File: config.mk
export PLATFORM = sky130hd
export DESIGN_NAME = oversampled_rx
export DESIGN_NICKNAME = d
export VERILOG_FILES = /design/src/rtl/rx_pkg.sv /design/src/rtl/rx_majority.sv /design/src/rtl/rx_deliver.sv /design/src/rtl/oversampled_rx.sv
export SDC_FILE = /design/constraint.sdc
export NUM_CORES = 1
export LEC_CHECK = 0
export CORE_MARGIN = 5
export CORE_UTILIZATION = 35
export CTS_CLUSTER_SIZE = 14
export DETAILED_ROUTE_END_ITERATION = 16
export GPL_TIMING_DRIVEN = 0
export PLACE_DENSITY = 0.58
export SYNTH_ARGS = -nofsm -noshare
export SYNTH_HDL_FRONTEND = slang
export SYNTH_SLANG_ARGS = --single-unit
File: constraint.sdc
create_clock -name clk -period 2.5 [get_ports clk]
set_clock_uncertainty 0.2 [all_clocks]
set_input_delay 0.5 -clock clk [delete_from_list [all_inputs] [get_ports clk]]
set_output_delay 0.5 -clock clk [all_outputs]
set_load 0.03 [all_outputs]
File: src/rtl/rx_pkg.sv
package rx_pkg;
    typedef enum logic [1:0] {
        S_IDLE,
        S_START,
        S_DATA,
        S_STOP
    } rx_state_t;
endpackage

File: src/rtl/rx_majority.sv
// Captures the line at two slots and votes with the line level at a third.
module rx_majority #(
    parameter int SW = 5,
    parameter int SA = 3,
    parameter int SB = 5,
    parameter int SC = 7
) (
    input  logic          clk,
    input  logic          rst_n,
    input  logic          tick,
    input  logic [SW-1:0] slot,
    input  logic          rxd,
    output logic          fire,
    output logic          vote
);
    logic sa_q, sb_q;

    always_ff @(posedge clk or negedge rst_n) begin
        if (!rst_n) begin
            sa_q <= 1'b1;
            sb_q <= 1'b1;
        end else if (tick) begin
            if (slot == SW'(SA)) sa_q <= rxd;
            if (slot == SW'(SB)) sb_q <= rxd;
        end
    end

    assign fire = tick && (slot == SW'(SC));
    assign vote = (sa_q & sb_q) | (sa_q & rxd) | (sb_q & rxd);
endmodule

File: src/rtl/rx_deliver.sv
// Holding register, ready/overrun/framing flags and the sleep bit.
module rx_deliver #(
    parameter int DW = 8
) (
    input  logic          clk,
    input  logic          rst_n,
    input  logic          done,
    input  logic [DW-1:0] byte_in,
    input  logic          stop_ok,
    input  logic          sleep_req,
    input  logic          rd_strobe,
    output logic [DW-1:0] data_q,
    output logic          ready_q,
    output logic          ferr_q,
    output logic          ovr_q,
    output logic          sleep_q
);
    logic accept;
    assign accept = done && (!sleep_q || byte_in[DW-1]);

    always_ff @(posedge clk or negedge rst_n) begin
        if (!rst_n) begin
            data_q  <= '0;
            ready_q <= 1'b0;
            ferr_q  <= 1'b0;
            ovr_q   <= 1'b0;
            sleep_q <= 1'b0;
        end else begin
            if (sleep_req)
                sleep_q <= 1'b1;
            else if (done && byte_in[DW-1])
                sleep_q <= 1'b0;

            if (rd_strobe) begin
                ready_q <= 1'b0;
                ovr_q   <= 1'b0;
            end

            if (accept) begin
                if (ready_q && !rd_strobe) begin
                    ovr_q <= 1'b1;
                end else begin
                    data_q  <= byte_in;
                    ready_q <= 1'b1;
                    ferr_q  <= !stop_ok;
                end
            end
        end
    end
endmodule

File: src/rtl/oversampled_rx.sv
module oversampled_rx #(
    parameter int OVERSAMPLE = 16,
    parameter int DATA_BITS  = 8,
    parameter int START_S1   = 3,
    parameter int START_S2   = 5,
    parameter int START_S3   = 7,
    parameter int BIT_S1     = 8,
    parameter int BIT_S2     = 9,
    parameter int BIT_S3     = 10
) (
    input  logic                 clk,
    input  logic                 rst_n,
    input  logic                 rx_en,
    input  logic                 sleep_req,
    input  logic                 sample_tick,
    input  logic                 rxd,
    input  logic                 rd_strobe,
    output logic [DATA_BITS-1:0] rx_data,
    output logic                 rx_active,
    output logic                 data_ready,
    output logic                 framing_err,
    output logic                 overrun,
    output logic                 sleeping
);
    import rx_pkg::*;

    localparam int SW        = $clog2(OVERSAMPLE + 1);
    localparam int BW        = $clog2(DATA_BITS);
    localparam int LATE_FROM = BIT_S3;
    localparam int EARLY_TO  = BIT_S1 - 2;

    rx_state_t             state_q, state_d;
    logic [SW-1:0]         slot_q, slot_d, slot_now;
    logic [BW-1:0]         bit_q, bit_d;
    logic [DATA_BITS-1:0]  shreg_q, shreg_d;
    logic                  active_q, active_d;
    logic                  rxd_q;
    logic                  fall, adv;
    logic                  st_fire, st_vote, bt_fire, bt_vote;
    logic                  frame_done;

    assign fall = sample_tick && rxd_q && !rxd;

    // Slot number of the current tick, with in-frame realignment.
    always_comb begin
        adv      = (slot_q == SW'(OVERSAMPLE));
        slot_now = adv ? SW'(1) : slot_q + SW'(1);
        if (fall && (state_q == S_DATA || state_q == S_STOP)) begin
            if (slot_q >= SW'(LATE_FROM)) begin
                slot_now = SW'(1);
                adv      = 1'b1;
            end else if (slot_q <= SW'(EARLY_TO)) begin
                slot_now = SW'(1);
                adv      = 1'b0;
            end
        end
    end

    rx_majority #(.SW(SW), .SA(START_S1), .SB(START_S2), .SC(START_S3)) u_start_vote (
        .clk(clk), .rst_n(rst_n), .tick(sample_tick), .slot(slot_now),
        .rxd(rxd), .fire(st_fire), .vote(st_vote)
    );

    rx_majority #(.SW(SW), .SA(BIT_S1), .SB(BIT_S2), .SC(BIT_S3)) u_bit_vote (
        .clk(clk), .rst_n(rst_n), .tick(sample_tick), .slot(slot_now),
        .rxd(rxd), .fire(bt_fire), .vote(bt_vote)
    );

    // State register.
    always_ff @(posedge clk or negedge rst_n) begin
        if (!rst_n) begin
            state_q  <= S_IDLE;
            slot_q   <= SW'(OVERSAMPLE);
            bit_q    <= '0;
            shreg_q  <= '0;
            active_q <= 1'b0;
            rxd_q    <= 1'b1;
        end else begin
            state_q  <= state_d;
            slot_q   <= slot_d;
            bit_q    <= bit_d;
            shreg_q  <= shreg_d;
            active_q <= active_d;
            if (sample_tick) rxd_q <= rxd;
        end
    end

    // Next state and frame completion.
    always_comb begin
        state_d    = state_q;
        slot_d     = slot_q;
        bit_d      = bit_q;
        shreg_d    = shreg_q;
        active_d   = active_q;
        frame_done = 1'b0;
        unique case (state_q)
            S_IDLE: begin
                slot_d = SW'(OVERSAMPLE);
                if (rx_en && fall) begin
                    state_d = S_START;
                    slot_d  = SW'(1);
                end
            end
            S_START: begin
                if (sample_tick) begin
                    slot_d = slot_now;
                    if (st_fire) begin
                        if (!st_vote) begin
                            active_d = 1'b1;
                        end else begin
                            state_d = S_IDLE;
                            slot_d  = SW'(OVERSAMPLE);
                        end
                    end else if (adv) begin
                        state_d = S_DATA;
                        bit_d   = '0;
                    end
                end
            end
            S_DATA: begin
                if (sample_tick) begin
                    slot_d = slot_now;
                    if (bt_fire)
                        shreg_d = {bt_vote, shreg_q[DATA_BITS-1:1]};
                    if (adv) begin
                        if (bit_q == BW'(DATA_BITS - 1))
                            state_d = S_STOP;
                        else
                            bit_d = bit_q + BW'(1);
                    end
                end
            end
            S_STOP: begin
                if (sample_tick) begin
                    slot_d = slot_now;
                    if (bt_fire) begin
                        frame_done = 1'b1;
                        state_d    = S_IDLE;
                        active_d   = 1'b0;
                        slot_d     = SW'(OVERSAMPLE);
                    end
                end
            end
            default: state_d = S_IDLE;
        endcase
        if (!rx_en) begin
            state_d    = S_IDLE;
            active_d   = 1'b0;
            slot_d     = SW'(OVERSAMPLE);
            frame_done = 1'b0;
        end
    end

    rx_deliver #(.DW(DATA_BITS)) u_deliver (
        .clk(clk), .rst_n(rst_n), .done(frame_done), .byte_in(shreg_q),
        .stop_ok(bt_vote), .sleep_req(sleep_req), .rd_strobe(rd_strobe),
        .data_q(rx_data), .ready_q(data_ready), .ferr_q(framing_err),
        .ovr_q(overrun), .sleep_q(sleeping)
    );

    assign rx_active = active_q;
endmodule

After elaboration in Yosys (flattened, before gate mapping)
Cells that the tools add are included.
Word-level totals
  flip-flop bits (word level): 36
  input bits: 7
  output and inout bits: 13
  word-level logic and storage cells: 141
Operators by class
  add/subtract/negate cells: 2
  order comparisons: 2
  equality and inequality tests: 29
  muxes and demuxes: 54
  bitwise operators: 11
  reduce and logical (&&, ||, !) cells: 28
Operator list (number)
  2-to-1 mux 5 bit: 12
  != test 3 bit (second input constant): 8
  2-to-1 mux 2 bit: 11
  2-to-1 mux 1 bit: 21
  case mux 5 bit (4 select lines): 1
  2-to-1 mux 3 bit: 6
  equality test 5 x 4 -> 1 bit (second input constant): 3
  != test 2 bit (second input constant): 6
  equality test 5 x 3 -> 1 bit (second input constant): 2
  AND reduction 2 bit: 5
  logical AND 1 bit: 9
  AND reduction 9 bit: 1
  != test 4 bit (second input constant): 2
  case mux 2 bit (4 select lines): 1
  AND reduction 7 bit: 1
  AND 1 bit: 6
  case mux 3 bit (2 select lines): 1
  AND reduction 3 bit: 2
  AND reduction 6 bit: 1
  adder 5 x 1 -> 5 bit (second input constant): 1
  equality test 5 x 2 -> 1 bit (second input constant): 1
  equality test 5 bit (second input constant): 1
  >= comparator 5 x 4 -> 1 bit (second input constant): 1
  less-or-equal comparator 5 x 3 -> 1 bit (second input constant): 1
  other kinds (13): 22

Logic depth before layout (Yosys ltp)
  word-level depth: 14
  mapped depth: 9
  mapped depth without buffers: 8

Cells and area by module
Synthesis repeated with hierarchy kept, for this count alone.
Unflattened totals
  cell total of the unflattened synthesis: 176
  area total of the unflattened synthesis: 2058.2 µm²
Modules (own cells, without submodules)
  oversampled_rx: instances 1, cells an instance 124, area an instance 1288.7 µm², sequential area each 503.0 µm²
  rx_deliver: instances 1, cells an instance 32, area an instance 500.5 µm², sequential area each 300.3 µm²
  rx_majority at u_bit_vote: instances 1, cells an instance 9, area an instance 137.6 µm², sequential area each 52.6 µm²
  rx_majority at u_start_vote: instances 1, cells an instance 11, area an instance 131.4 µm², sequential area each 52.6 µm²

Worst setup path before layout
No wires, ideal clock.
  path kind: register -> register
  start: register slot_q[0]
  end: register slot_q[1]
  library setup time: 122 ps
  arrival time: 2120 ps
  data required time: 2178 ps
  path slack: 58 ps
  cell stages (with the launch flop): 9
  path buffers: 0
  period minus slack after synthesis: 2442 ps
  cell sequence: dfrtp_1 > inv_1 > ha_1 > nor4b_2 > o21bai_2 > a21o_1 > or3_1 > a32o_1 > a32o_1
Between the ends
  word-level cells in the longest chain between the ends: 11
  elaborated cells on any way between the ends: 20
  those cells by class: add/sub (1); order compare (2); eq/ne (3); mux (12); reduce/logical (2)
RTL lines
  from (decl): line oversampled_rx.sv:33  | logic [SW-1:0] slot_q, slot_d, slot_now;
  from (signal assigned): line oversampled_rx.sv:73  | slot_q <= SW'(OVERSAMPLE);
  from (signal assigned): line oversampled_rx.sv:80  | slot_q <= slot_d;
  adder 5 x 1 -> 5 bit or equality test 5 bit (tied branches): line oversampled_rx.sv:47, oversampled_rx.sv:46
  2-to-1 mux 5 bit: line oversampled_rx.sv:47  | slot_now = adv ? SW'(1) : slot_q + SW'(1);
  2-to-1 mux 5 bit: line oversampled_rx.sv:52  | end else if (slot_q <= SW'(EARLY_TO)) begin
  2-to-1 mux 5 bit: line oversampled_rx.sv:49  | if (slot_q >= SW'(LATE_FROM)) begin
  2-to-1 mux 5 bit *: line oversampled_rx.sv:48  | if (fall && (state_q == S_DATA || state_q == S_STOP)) begin
  equality test 5 x 4 -> 1 bit or equality test 5 x 3 -> 1 bit (tied branches): line rx_majority.sv:28  | assign fire = tick && (slot == SW'(SC));
  logical AND 1 bit: line rx_majority.sv:28
  2-to-1 mux 5 bit (on tied branches): line oversampled_rx.sv:136, oversampled_rx.sv:107
  2-to-1 mux 5 bit (on tied branches): line oversampled_rx.sv:134, oversampled_rx.sv:105
  case mux 5 bit (4 select lines) *: line oversampled_rx.sv:96  | unique case (state_q)
  2-to-1 mux 5 bit *: line oversampled_rx.sv:146  | if (!rx_en) begin
Mark *: on every way between the ends. The rest lies on a longest branch, timed or not. The select of a mux whose other input is x is not followed.
A chain may end at the register's enable or synchronous reset.

Final worst setup path
  start: register slot_q[1]
  end: register slot_q[1]
Same word-level chain as after synthesis.

==> reports/summary.txt <==
Final setup violating endpoints = 0
Number of maximum-capacitance violations = 0
CP max stage delay = 0.48 ns
Wl on met1 = 2210 um
CP Capture Point = slot_q[1]
Core footprint = 5850 um2
Final total power = 1350 uW
Clock insertion delay at the later pin of the skew report = 0.29 ns
Count of inserted antenna diode cells = 0
Worst Reg2Reg Path Length in Cells = 7
Number of H-tree levels = 2
Final clock period utilization by the worst path = 98.0%
Unique cell type count in the Yosys netlist = 54
Cell area after synthesis = 2080 um2
TritonCTS clock tree = built
Number of antenna violations at the first check in global routing = 0
Iteration count of the initial detailed-routing pass = 4
Global-route wire length before repair = 7820 um
Sum of net half-perimeters after detailed placement = 3290 um
Hold-fix buffers at CTS = 0
Critical path peak fanout = 7
Vias in the first global route = 1614
Total via count in the routed design = 1608
Worst-path clk slew = 0.08 ns
Clock Root Buffer = sky130_fd_sc_hd__clkbuf_8
Fin. Hold Viols = 0
Top routing layer in use = met4
Category of the worst setup path capture point = flop
Longest Clk Path Bufs = 2
Syn avg cell area = 10.6 um2
Fill cells = 550
Quantity of I/O buffers inserted on ports = 18
Die Ht = 87.1 um
Post-layout minimum cycle time = 2.45 ns
PD cells = 526 nW/um2
Storage cell area = 911 um2
Total Die Area = 7580 um2
Remaining number of nets flagged by the antenna check after routing = 0
Leakage power of the design = 0.00113 uW
Crit path kind = flop to flop
Post-synth EDFFs = 0
Status = complete, no violations
Routed length on met2 = 2200 um
Data arrival time at the worst-slack endpoint = 2.43 ns
Aggregate global-route resource usage = 13.1%
Placer Congestion = 0.882
Final cell area excluding filler cells = 2570 um2
Ratio of cells with drive above 1 in the final layout = 31.3%
Fmax = 0.408 GHz
Reg-to-reg startpoint = slot_q[1]
Headroom to the max-slew limit = 46.6%
Launch point of the worst path = slot_q[1]
Largest net degree at the start of global routing = 37
Maximum ir drop on the vdd rail = 0.000449 V
Vias per Instance = 5.32
Count of state elements after synthesis = 36
Area overhead of the layout relative to synthesis = 23.7%
Initial cell density of the core = 35.5%
Setup slack of the worst register-to-register path = 0.05 ns
Area occupied by multi-input gates = 1170 um2
Commonest non-fill, non-tap cell in the layout = sky130_fd_sc_hd__dfrtp_1
Commonest register cell after synthesis = sky130_fd_sc_hd__dfrtp_1
Data required, critical path = 2.48 ns
Worst hold-check slack = 0.0950 ns
Synthesis Warnings = 0
Async SR Flop Fraction = 100%
Remaining DRCs = 0
Met3 routed WL = 134 um
I/O Pins = 20
Final Max Tran Viols = 0
Drt total wl = 4600 um
Final layout net count = 238
First DRT Iteration DRCs = 93
Startpoint type of the worst setup path = flop
Critical-path top delay cell = sky130_fd_sc_hd__dfrtp_2
Routed len/inst = 15.2 um
RSZ-0062 raised after global routing = yes
Total cell area at the placement stage = 2350 um2
TritonCTS Sinks = 36
Synthesized Nets = 209
Crit-path cells = ha_2, nand2_1, mux2i_2, o21ai_2, or3_1, a32o_2, a32o_1
Portion of the post-synthesis area used by sequential elements = 43.7%
Number of buffers created by CTS = 5
Aggregate global routing overflow = 0
Type of the most critical hold path = input pin to asynchronous set/reset pin
Die Span X = 87.1 um
Endpoint of the worst register-to-register path = slot_q[1]
Synthesized netlist cell count = 197
Leading cell types in the layout, fill and taps excluded = sky130_fd_sc_hd__dfrtp_1, sky130_fd_sc_hd__mux2_2, sky130_fd_sc_hd__clkdlybuf4s50_1, sky130_fd_sc_hd__nand2_1, sky130_fd_sc_hd__nor2_1
Floorplan row count = 28
Worst Tran Pin Value = 0.801 ns
-- cell type report --
| type | count | share of cell area (%) |
|---|---|---|
| buffer | 9 | 2.24 |
| tap | 75 | 3.65 |
| sequential | 36 | 35.4 |
| multi-input combinational | 145 | 45.6 |
| inverter | 6 | 0.875 |
| clock inverter | 3 | 0.730 |
| timing repair buffer | 23 | 8.85 |
| clock buffer | 5 | 2.68 |
-- per-layer routing --
layer,global-route usage [%],vias up
met2,19.7,32
met1,18.6,785
li1,-,787
met3,2.84,4
met5,0,-
met4,4.11,0
-- worst max-delay path: cells and delay by family, from the launching register on --
| kind | cells | cell delay (ns) |
|---|---|---|
| DFF | 1 | 0.48 |
| adders and majority gates | 1 | 0.23 |
| muxes | 1 | 0.32 |
| and+or+nand+nor | 2 | 0.46 |
| AOI/OAI and AO/OA | 3 | 0.65 |
-- state kept, by name (all words and copies together) (netlist names), 2 cells and up --
register          flops
shreg_q               8
u_deliver.data_q      8
slot_q                5
bit_q                 3
state_q               2
-- metrics by stage --
step,worst slack (ns),instances,TNS [ns],util (%)
after floorplan,0.0580,197,0,-
after global placement,-0.455,290,-10.09,40.2
after detailed placement,-0.443,290,-6.72,40.1
after CTS,0.00138,300,0,42.7
after global routing,-0.0257,302,-0.0513,44.0
final,0.0508,302,0,44.0
-- worst min-delay path by stage --
stage	startpoint	endpoint	cells past startpoint	slack, ns
global placement	shreg_q[0]	u_deliver.data_q[0]	1	0.29
floorplan	rst_n	bit_q[0]	0	0.004
detailed placement	bit_q[2]	bit_q[2]	1	0.29
finish	rst_n	slot_q[3]	1	0.1
global route	rst_n	u_deliver.data_q[2]	1	0.16
CTS	rst_n	slot_q[3]	1	0.13
-- logic make-up (layout without fill, tap and decap cells) --
group / Yosys count / in the layout / share of synthesized area (%)
AOI/OAI and AO/OA: 43 / 43 / 14.7
xor gates and xnor gates: 4 / 4 / 1.69
adders and majority gates: 7 / 7 / 3.97
buffers and inverters: 16 / 46 / 3.91
DFF: 36 / 36 / 43.7
muxes: 23 / 23 / 12.3
and+or+nand+nor: 68 / 68 / 19.7
-- power by group --
group | internal (uW) | total [uW] | switching [uW] | leakage, uW
Sequential | 626 | 650 | 23.8 | 0.000466
Clock | 194 | 414 | 219 | 0.0000479
Combinational | 124 | 289 | 165 | 0.000614
-- cells in the mapped netlist (2+ instances only) --
| library cell | instances | area, um2 |
|---|---|---|
| sky130_fd_sc_hd__a22o_1 | 5 | 43.8 |
| sky130_fd_sc_hd__inv_1 | 6 | 22.5 |
| sky130_fd_sc_hd__buf_4 | 3 | 22.5 |
| sky130_fd_sc_hd__nand3b_1 | 2 | 15.0 |
| sky130_fd_sc_hd__mux2i_1 | 2 | 20.0 |
| sky130_fd_sc_hd__o21ai_0 | 7 | 35.0 |
| sky130_fd_sc_hd__o211ai_1 | 2 | 15.0 |
| sky130_fd_sc_hd__a21oi_1 | 7 | 35.0 |
| sky130_fd_sc_hd__a32o_1 | 3 | 30.0 |
| sky130_fd_sc_hd__nand2b_1 | 6 | 37.5 |
| sky130_fd_sc_hd__and3_1 | 4 | 25.0 |
| sky130_fd_sc_hd__or3_1 | 2 | 12.5 |
| sky130_fd_sc_hd__nor3_1 | 9 | 45.0 |
| sky130_fd_sc_hd__clkbuf_1 | 4 | 15.0 |
| sky130_fd_sc_hd__nand3_1 | 6 | 30.0 |
| sky130_fd_sc_hd__a211oi_1 | 2 | 15.0 |
| sky130_fd_sc_hd__xor2_1 | 3 | 26.3 |
| sky130_fd_sc_hd__a21o_1 | 3 | 22.5 |
| sky130_fd_sc_hd__a31oi_1 | 3 | 18.8 |
| sky130_fd_sc_hd__nand2_1 | 15 | 56.3 |
| sky130_fd_sc_hd__nor2_1 | 10 | 37.5 |
| sky130_fd_sc_hd__dfstp_2 | 6 | 158 |
| sky130_fd_sc_hd__ha_1 | 5 | 62.6 |
| sky130_fd_sc_hd__mux2_2 | 21 | 236 |
| sky130_fd_sc_hd__maj3_1 | 2 | 20.0 |
| sky130_fd_sc_hd__buf_2 | 2 | 10.0 |
| sky130_fd_sc_hd__dfrtp_1 | 30 | 751 |
-- what timing repair did --
| item | in CTS | in global routing |
|---|---|---|
| gates cloned | 0 | 0 |
| resized for setup | 16 | 11 |
| endpoints found under the setup margin | 24 | 14 |
| pin swaps | 4 | 10 |
| setup buffers | 2 | 3 |
| hold endpoints to repair | 0 | 0 |
(Power assumes the default switching activity.)
